$ cat src/rtl/irq_cascade_pkg.sv
package irq_cascade_pkg;
  localparam int unsigned LINES  = 8;
  localparam int unsigned LINE_W = $clog2(LINES);
  localparam int unsigned RANK_W = LINE_W + 1;

  typedef logic [LINE_W-1:0] line_t;
  typedef logic [RANK_W-1:0] rank_t;
endpackage

$ cat src/rtl/irq_prio_pick.sv
module irq_prio_pick
  import irq_cascade_pkg::*;
(
  input  logic [LINES-1:0] bits,
  input  line_t            base,
  output logic             found,
  output line_t            line,
  output rank_t            rank
);
  // Scan from lowest to highest priority so the last hit is the best one.
  always_comb begin
    found = 1'b0;
    line  = '0;
    rank  = rank_t'(LINES);
    for (int k = LINES - 1; k >= 0; k--) begin
      line_t idx;
      idx = base + line_t'(k);
      if (bits[idx]) begin
        found = 1'b1;
        line  = idx;
        rank  = rank_t'(k);
      end
    end
  end
endmodule

$ cat src/rtl/irq_line_resolver.sv
module irq_line_resolver
  import irq_cascade_pkg::*;
#(
  parameter logic [LINES-1:0] PULSE_LINES = '0
) (
  input  logic             clk,
  input  logic             rst_n,
  input  logic [LINES-1:0] req_in,
  input  logic [LINES-1:0] level_mode,
  input  logic [LINES-1:0] mask,
  input  logic             ack,
  input  logic             aeoi,
  input  logic             rot_aeoi,
  input  logic             eoi,
  output logic             win_valid,
  output line_t            win_line
);
  localparam logic [LINES-1:0] ONE = {{(LINES-1){1'b0}}, 1'b1};
  localparam logic [LINES-1:0] LVL_OK = ~PULSE_LINES;

  logic [LINES-1:0] irr_q, irr_d;
  logic [LINES-1:0] isr_q, isr_d;
  logic [LINES-1:0] last_q;
  line_t            rot_q, rot_d;
  logic             rot_en;

  logic  req_found, svc_found;
  line_t req_line, svc_line;
  rank_t req_rank, svc_rank;

  irq_prio_pick u_req_pick (
    .bits  (irr_q & ~mask),
    .base  (rot_q),
    .found (req_found),
    .line  (req_line),
    .rank  (req_rank)
  );

  irq_prio_pick u_svc_pick (
    .bits  (isr_q),
    .base  (rot_q),
    .found (svc_found),
    .line  (svc_line),
    .rank  (svc_rank)
  );

  assign win_valid = req_found && (req_rank < svc_rank);
  assign win_line  = req_line;

  logic [LINES-1:0] ack_oh, eoi_oh, set_v, lvl_v;

  always_comb begin
    ack_oh = ack ? (ONE << win_line) : '0;
    eoi_oh = (eoi && svc_found) ? (ONE << svc_line) : '0;
    set_v  = (PULSE_LINES & req_in) | (~PULSE_LINES & req_in & ~last_q);
    lvl_v  = level_mode & LVL_OK;
    irr_d  = (lvl_v & req_in) | (~lvl_v & (irr_q | set_v) & ~ack_oh);
    isr_d  = (isr_q & ~eoi_oh) | (aeoi ? '0 : ack_oh);
    rot_en = ack && aeoi && rot_aeoi;
    rot_d  = win_line + line_t'(1);
  end

  always_ff @(posedge clk or negedge rst_n) begin
    if (!rst_n) begin
      irr_q  <= '0;
      isr_q  <= '0;
      last_q <= '0;
      rot_q  <= '0;
    end else begin
      irr_q  <= irr_d;
      isr_q  <= isr_d;
      last_q <= req_in;
      if (rot_en) rot_q <= rot_d;
    end
  end
endmodule

$ cat src/rtl/irq_ack_seq.sv
module irq_ack_seq
  import irq_cascade_pkg::*;
#(
  parameter int unsigned CASC_LINE = 2,
  parameter int unsigned BASE_W    = 5,
  localparam int unsigned VEC_W    = BASE_W + LINE_W
) (
  input  logic              inta,
  input  logic              m_valid,
  input  line_t             m_line,
  input  logic              s_valid,
  input  line_t             s_line,
  input  logic [BASE_W-1:0] mst_vbase,
  input  logic [BASE_W-1:0] slv_vbase,
  output logic              m_ack,
  output logic              s_ack,
  output logic [VEC_W-1:0]  vec_d
);
  localparam line_t SPURIOUS = line_t'(LINES - 1);

  logic via_casc;

  always_comb begin
    via_casc = m_valid && (m_line == line_t'(CASC_LINE));
    m_ack    = inta && m_valid;
    s_ack    = inta && via_casc && s_valid;
    if (!m_valid)
      vec_d = {mst_vbase, SPURIOUS};
    else if (via_casc)
      vec_d = {slv_vbase, s_valid ? s_line : SPURIOUS};
    else
      vec_d = {mst_vbase, m_line};
  end
endmodule

$ cat src/rtl/irq_cascade_ack.sv
module irq_cascade_ack
  import irq_cascade_pkg::*;
#(
  parameter int unsigned CASC_LINE = 2,
  parameter int unsigned BASE_W    = 5,
  localparam int unsigned VEC_W    = BASE_W + LINE_W
) (
  input  logic              clk,
  input  logic              rst_n,
  input  logic [LINES-2:0]  mst_req,
  input  logic [LINES-2:0]  mst_level,
  input  logic [LINES-1:0]  mst_mask,
  input  logic [BASE_W-1:0] mst_vbase,
  input  logic              mst_aeoi,
  input  logic              mst_rot_aeoi,
  input  logic              mst_eoi,
  input  logic [LINES-1:0]  slv_req,
  input  logic [LINES-1:0]  slv_level,
  input  logic [LINES-1:0]  slv_mask,
  input  logic [BASE_W-1:0] slv_vbase,
  input  logic              slv_aeoi,
  input  logic              slv_rot_aeoi,
  input  logic              slv_eoi,
  input  logic              inta,
  output logic              intr,
  output logic              vec_valid,
  output logic [VEC_W-1:0]  vec
);
  localparam logic [LINES-1:0] CASC_OH = {{(LINES-1){1'b0}}, 1'b1} << CASC_LINE;

  logic             s_valid, m_valid, m_ack, s_ack;
  line_t            s_line, m_line;
  logic [LINES-1:0] m_lines, m_lvl;
  logic [VEC_W-1:0] vec_d, vec_q, vec_nx;
  logic             vv_q;

  // Splice the secondary's winner indication into the primary's line set.
  for (genvar j = 0; j < LINES; j++) begin : g_map
    if (j < CASC_LINE) begin : g_lo
      assign m_lines[j] = mst_req[j];
      assign m_lvl[j]   = mst_level[j];
    end else if (j == CASC_LINE) begin : g_casc
      assign m_lines[j] = s_valid;
      assign m_lvl[j]   = 1'b0;
    end else begin : g_hi
      assign m_lines[j] = mst_req[j-1];
      assign m_lvl[j]   = mst_level[j-1];
    end
  end

  irq_line_resolver #(.PULSE_LINES('0)) u_slv (
    .clk        (clk),
    .rst_n      (rst_n),
    .req_in     (slv_req),
    .level_mode (slv_level),
    .mask       (slv_mask),
    .ack        (s_ack),
    .aeoi       (slv_aeoi),
    .rot_aeoi   (slv_rot_aeoi),
    .eoi        (slv_eoi),
    .win_valid  (s_valid),
    .win_line   (s_line)
  );

  irq_line_resolver #(.PULSE_LINES(CASC_OH)) u_mst (
    .clk        (clk),
    .rst_n      (rst_n),
    .req_in     (m_lines),
    .level_mode (m_lvl),
    .mask       (mst_mask),
    .ack        (m_ack),
    .aeoi       (mst_aeoi),
    .rot_aeoi   (mst_rot_aeoi),
    .eoi        (mst_eoi),
    .win_valid  (m_valid),
    .win_line   (m_line)
  );

  irq_ack_seq #(.CASC_LINE(CASC_LINE), .BASE_W(BASE_W)) u_seq (
    .inta      (inta),
    .m_valid   (m_valid),
    .m_line    (m_line),
    .s_valid   (s_valid),
    .s_line    (s_line),
    .mst_vbase (mst_vbase),
    .slv_vbase (slv_vbase),
    .m_ack     (m_ack),
    .s_ack     (s_ack),
    .vec_d     (vec_d)
  );

  always_comb vec_nx = inta ? vec_d : vec_q;

  always_ff @(posedge clk or negedge rst_n) begin
    if (!rst_n) begin
      vec_q <= '0;
      vv_q  <= 1'b0;
    end else begin
      vec_q <= vec_nx;
      vv_q  <= inta;
    end
  end

  assign intr      = m_valid;
  assign vec_valid = vv_q;
  assign vec       = vec_q;
endmodule

$ cat config.mk
export PLATFORM = sky130hd
export DESIGN_NAME = irq_cascade_ack
export DESIGN_NICKNAME = d
export VERILOG_FILES = /design/src/rtl/irq_cascade_pkg.sv /design/src/rtl/irq_prio_pick.sv /design/src/rtl/irq_line_resolver.sv /design/src/rtl/irq_ack_seq.sv /design/src/rtl/irq_cascade_ack.sv
export SDC_FILE = /design/constraint.sdc
export NUM_CORES = 1
export LEC_CHECK = 0
export ABC_CLOCK_PERIOD_IN_PS = 7800
export BUFFER_PORTS_ARGS = -buffer_cell sky130_fd_sc_hd__buf_4
export CORE_UTILIZATION = 35
export DETAILED_ROUTE_END_ITERATION = 8
export GPL_ROUTABILITY_DRIVEN = 0
export SYNTH_ARGS = -nofsm -noshare
export SYNTH_HDL_FRONTEND = slang
export SYNTH_SLANG_ARGS = --single-unit
$ cat constraint.sdc
create_clock -name clk -period 7.8 [get_ports clk]
set_input_delay 0.78 -clock clk [delete_from_list [all_inputs] [get_ports clk]]
set_output_delay 0.78 -clock clk [all_outputs]
set_load 0.01 [all_outputs]
# [Yosys cells after proc, flatten, opt, wreduce, memory -nomap -nowiden]
# Index checks and enable logic that the tools add are counted.
[word_totals] register_bits=63 latchBits=0 ram_bits=0 romBits=0 out_inout_bits=10 memories=0
[op_classes] add_sub_neg=16 n_mul=0 div=0 n_lt_le_gt_ge=18 eq_ne=1 shift=4 mux=169 bitwise=29 n_reduce_logical=12
[ops] cell="2-to-1 mux 4 bit" count=32
[ops] cell="2-to-1 mux 3 bit" count=33
[ops] cell="bitwise AND 8 bit" count=12
[ops] cell="binary-select mux 1 bit (select 3 bit)" count=32
[ops] cell="inverter 8 bit" count=10
[ops] cell="< comparator 3 x 4 -> 1 bit (second input constant)" count=16
[ops] cell="2-to-1 mux 1 bit" count=64
[ops] cell="2-to-1 mux 8 bit" count=8
[ops] cell="OR 8 bit" count=6
[ops] cell="<< shifter 1 x 3 -> 8 bit (first input constant)" count=4
[ops] cell="adder 3 bit (second input constant)" count=8
[ops] cell="adder 3 x 1 -> 3 bit (second input constant)" count=4
[ops] cell="adder 3 x 2 -> 3 bit (second input constant)" count=4
[ops] cell="logical AND 1 bit" count=12
[ops] cell="< comparator 4 bit" count=2
[ops] cell="OR 3 x 8 -> 8 bit" count=1
[ops] cell="equality test 3 x 2 -> 1 bit (second input constant)" count=1

# [Logic depth before layout (Yosys ltp)]
[depth] ltp_word=21 depth_mapped=20 ltp_nobuf=16

# [Modules after synthesis]
# A second synthesis with hierarchy kept.
[hier_totals] hier_cells=728 hier_area_um2=6871.6
[modules_own_cells] mod="irq_prio_pick" instances=4 cells_each=106 area_per_inst_um2=933.4
[modules_own_cells] mod="irq_line_resolver at u_slv" instances=1 cells_each=135 area_per_inst_um2=1325.0
[modules_own_cells] mod="irq_line_resolver at u_mst" instances=1 cells_each=132 area_per_inst_um2=1291.2
[modules_own_cells] mod="irq_cascade_ack" instances=1 cells_each=19 area_per_inst_um2=360.3
[modules_own_cells] mod="irq_ack_seq" instances=1 cells_each=18 area_per_inst_um2=161.4

# [Least setup slack after synthesis]
# OpenSTA, ideal clock, no wires.
[synth_path] kind="flip-flop to flip-flop" start="register u_mst.rot_q[1]" end="register u_slv.rot_q[1]" setup_ps=125 arrival_time_ps=4664 t_required_ps=7675 slack_ps=3011 stages_incl_launch_ff=21 n_path_buf=5 synth_period_minus_slack_ps=4789 path_cell_list="dfrtp_1 buf_2 buf_4 inv_1 clkbuf_1 ha_1 clkbuf_1 xor2_2 mux2i_1 nand2b_1 or3_1 or3b_1 ha_1 o211a_1 inv_1 nor3b_2 a211o_4 nand4bb_1 buf_6 nor2_8 mux2_4"
[synth_between] elab_chain_cells=18 word_cells_on_any_way=79
[synth_lines] element="from (decl)" line_no="irq_line_resolver.sv:24" source="line_t rot_q, rot_d;"
[synth_lines] element="from (signal assigned)" line_no="irq_line_resolver.sv:73" source="if (rot_en) rot_q <= rot_d;"
[synth_lines] element="adder 3 bit" line_no="irq_prio_pick.sv:17" source="idx = base + line_t'(k);"
[synth_lines] element="binary-select mux 1 bit (select 3 bit)" line_no="irq_prio_pick.sv:18" source="if (bits[idx]) begin"
[synth_lines] element="2-to-1 mux 1 bit (implied by the code)" line_no="irq_prio_pick.sv:18"
[synth_lines] element="2-to-1 mux 4 bit (8 in a row)" line_no="irq_prio_pick.sv:18"
[synth_lines] element="< comparator 4 bit" line_no="irq_line_resolver.sv:47" source="assign win_valid = req_found && (req_rank < svc_rank);"
[synth_lines] element="logical AND 1 bit" line_no="irq_line_resolver.sv:47"
[synth_lines] element="logical AND 1 bit (*)" line_no="irq_ack_seq.sv:24" source="via_casc = m_valid && (m_line == line_t'(CASC_LINE));"
[synth_lines] element="logical AND 1 bit (*) (2 in a row)" line_no="irq_ack_seq.sv:26" source="s_ack = inta && via_casc && s_valid;"
[synth_lines] element="logical AND 1 bit (*) (2 in a row)" line_no="irq_line_resolver.sv:59" source="rot_en = ack && aeoi && rot_aeoi;"
[synth_lines] element="to (signal assigned)" line_no="irq_line_resolver.sv:73"
[synth_lines] element="to (decl)" line_no="irq_line_resolver.sv:24"
# Every way passes the cells marked *; elsewhere a longest branch is shown, timed or not. The select of a mux whose other input is x is not followed.
# A chain may end at the register's enable or synchronous reset.

# [Worst setup path after layout]
[layout_path] start="register u_slv.rot_q[0]" end="register u_slv.rot_q[1]"
[layout_between] elab_chain_cells=16 word_cells_on_any_way=77
[layout_lines] element="adder 3 bit" line_no="irq_prio_pick.sv:17"
[layout_lines] element="binary-select mux 1 bit (select 3 bit)" line_no="irq_prio_pick.sv:18"
[layout_lines] element="2-to-1 mux 1 bit (implied by the code)" line_no="irq_prio_pick.sv:18"
[layout_lines] element="2-to-1 mux 4 bit (8 in a row)" line_no="irq_prio_pick.sv:18"
[layout_lines] element="< comparator 4 bit" line_no="irq_line_resolver.sv:47"
[layout_lines] element="logical AND 1 bit" line_no="irq_line_resolver.sv:47"
[layout_lines] element="logical AND 1 bit" line_no="irq_ack_seq.sv:26"
[layout_lines] element="logical AND 1 bit (2 in a row)" line_no="irq_line_resolver.sv:59"
# Parallel ways exist; a longest one is shown, timed or not. The select of a mux whose other input is x is not followed.

==> run_results.csv <==
group,metric,value,unit
layout,antenna_cells,0,
floorplanning,die_area,20600,um2
global_route,grt_pass1_wl,33800,um
critical_path,cp.depth,17,
placement,io_buffers,74,
floorplanning,die_w,143,um
critical_path,cp_data_required_time,8030,ps
layout,finalNetCount,915,
critical_path,max_stage_delay,800,ps
clock_tree,postCtsHoldBufs,0,
logic_synthesis,synth-edff-count,0,
logic_synthesis,synth_top_cell_area_share,0.222,
sta,final-setup-viol-count,0,
logic_synthesis,postSynthCellCount,772,
logic_synthesis,synth_flop_cell,"dfrtp_1",
layout,areaGrowthSynthToFinish,15.6,%
placement,dp_slack,2010,ps
logic_synthesis,synth_most_common_cell,"nand2_1",
routing,post_drt_wl_per_cell,19.3,um
logic_synthesis,ys_ff_latch,62,
clock_tree,cts_tree,"built",
logic_synthesis,netlist_area,6990,um2
critical_path,ff2ff_path_depth,17,
floorplanning,rows,51,
routing,drt_pre_antenna_iters,5,
global_route,grt_max_degree,63,
clock_tree,cts_buffers,9,
logic_synthesis,yosysTopAreaCell,"dfrtp_1",
critical_path,r2r_end,"u_slv.rot_q[1]",
routing,via_per_inst,5.96,
global_route,grt.overflow.total,0,
critical_path,cp_slowest_cell,"ha_1",
sta,max_slew_margin,0.387,
global_route,grt_pass1_vias,6233,
clock_tree,cts_sinks,62,
logic_synthesis,ys_warn_count,0,
clock_tree,cts_setup_buffers,0,
critical_path,r2r_start,"u_slv.rot_q[0]",
critical_path,cp_max_fo,34,
critical_path,crit_end,"u_slv.rot_q[1]",
floorplanning,die_h,143,um
layout,nFillCells,1963,
routing,route.detailed.drc,0,
sta,worst_pin_slew,920,ps
critical_path,cp-start-kind,"flip-flop",
logic_synthesis,synth_area_leaders,"dfrtp_1, mux4_2, mux2i_1, o21ai_0, ha_1",
routing,vias,6544,
logic_synthesis,synthesis.nets,859,
floorplanning,initial_core_util,0.358,
critical_path,criticalPathCategory,"flip-flop to flip-flop",
clock_tree,cts.htree.levels,3,
layout,drive_above_1_share,0.238,
critical_path,crit_top_cell,"ha_1",
sta,rsz0062_at_grt,"no",
critical_path,cp-end-kind,"flip-flop",
logic_synthesis,synth_common_cells,"nand2_1, dfrtp_1, nor2_1",
sta,finalClockSkew,7.75,ps
sta,fmax,172,MHz
layout,multi_input_area,5020,um2
sta,fin_crit_sh,0.746,
sta,hold_viol,0,
outcome,status,"finished, final reports clean",
critical_path,crit_start,"u_slv.rot_q[0]",
critical_path,arrival,6040,ps
floorplanning,io_pins,75,
routing,wirelength,21200,um
critical_path,path_buf_inv,3,
global_route,antenna_found_initial,0,
sta,report.final.slew_viol_count,0,
critical_path,r2r_slack,1980,ps
job,maxCapViolCount,0,
critical_path,cp_top_family,"simple AND/OR/NAND/NOR gates",
global_route,track_usage,0.215,
clock_tree,clk_latency,340,ps
critical_path,crit_path_cell_trace,"buf_4 > inv_1 > ha_1 > inv_2 > mux4_2 > nand2b_1 > nor2b_1 > a2111oi_0 > nor3b_1 > ha_1 > a21o_1 > a21oi_1 > o21ai_0 > nor4_1 > nand4bb_1 > nor2_8 > mux2_4",
worst_hold_path,hold_path.class,"flip-flop to flip-flop",
logic_synthesis,ys_seq_area_frac,0.222,
clock_tree,post_cts_resized,0,
routing,ant_nets,0,
floorplanning,core,19500,um2
clock_tree,root_buffer,"clkbuf_16",
sta,timing.setup.tns,0,ps
logic_synthesis,async_flop_share,1.00,
placement,dpl.hpwl,16000,um
clock_tree,clk_pin_slew,60,ps
layout,regArea,1550,um2
sta,setup_slack,1980,ps
logic_synthesis,synth_cell_types,86,
clock_tree,clockBufferDepth,2,
routing,drtIter0Drc,672,
sta,post-route-min-period,5820,ps
logic_synthesis,syn_area_per_cell,9.06,um2
[registers in the layout, indices dropped and copies added (netlist names)]
signal / cells
u_mst.irr_q: 8
u_mst.isr_q: 8
u_mst.last_q: 7
u_mst.rot_q: 3
u_slv.irr_q: 8
u_slv.isr_q: 8
u_slv.last_q: 8
u_slv.rot_q: 3
vec: 8
vec_valid: 1
[tightest hold or removal path: cells and delay by family (launching register included)]
kind / cells / cell delay [ps]
AO/OA/AOI/OAI: 2 / 150
flip-flops: 1 / 320
[layout by cell type, fill, tap and decap left out, types with 4 or more instances in the layout]
cell type,count
buf_4,81
nand2_1,65
dfrtp_1,62
nor2_1,59
o21ai_0,57
inv_1,54
a21oi_1,50
mux4_2,45
mux2i_1,37
nor2b_1,25
ha_1,22
mux2_2,21
nand2b_1,13
nand3_1,12
a211oi_1,11
nor3_1,11
o22ai_1,10
o31ai_1,10
a22oi_1,9
clkbuf_16,9
or2_2,8
a22o_1,7
a221oi_1,6
or3_1,6
a21o_1,6
nor3b_2,5
nand4_1,5
mux4_1,5
nor4_1,5
o211ai_1,5
nor3b_1,4
o221ai_1,4
o21ai_1,4
and2_1,4
o32ai_1,4
a21bo_2,4
[stage by stage]
step,instance area (um2),util,instances,hold slack (ps)
floorplan,6990,-,772,467
global placement,7730,0.396,1082,487
detailed placement,7730,0.396,1082,487
CTS,8090,0.414,1098,497
global route,8090,0.414,1098,529
finish,8090,0.414,1098,497
[cells by family after synthesis]
logic type,count (synthesis),synth area share
DFF,62,0.222
muxes,111,0.256
and+or+nand+nor,249,0.191
adders and majority gates,22,0.0394
buffers and inverters,94,0.0599
AOI/OAI and AO/OA,226,0.218
xor gates and xnor gates,8,0.0143
[how the worst min path moves through the flow]
stage	from	end	slack, ps	depth (start not counted)
6_report	u_slv.last_q[6]	u_slv.irr_q[6]	500	2
5_1_grt	u_slv.last_q[6]	u_slv.irr_q[6]	530	2
4_1_cts	u_slv.last_q[6]	u_slv.irr_q[6]	500	2
3_5_place_dp	u_slv.last_q[6]	u_slv.irr_q[6]	490	2
3_3_place_gp	u_slv.last_q[6]	u_slv.irr_q[6]	490	2
2_1_floorplan	u_slv.last_q[6]	u_slv.irr_q[6]	470	2
[area by class of cell]
cell class / count / area share
multi-input cells: 616 / 0.621
clock buffers: 9 / 0.0279
inverters: 58 / 0.0269
clock inverters: 7 / 0.0158
flip-flops and latches: 62 / 0.192
well taps: 265 / 0.0410
repair buffers: 81 / 0.0752
[metal layers]
metal,GRT usage,up-vias,part of all wire
li1,-,3063,-
met1,0.303,3211,0.48
met2,0.332,242,0.45
met3,0.0383,28,0.057
met4,0.0644,0,0.016
met5,0,-,0
Power is not shown: default switching activity piles up to over one toggle a cycle in this logic, so the estimate is an artifact.
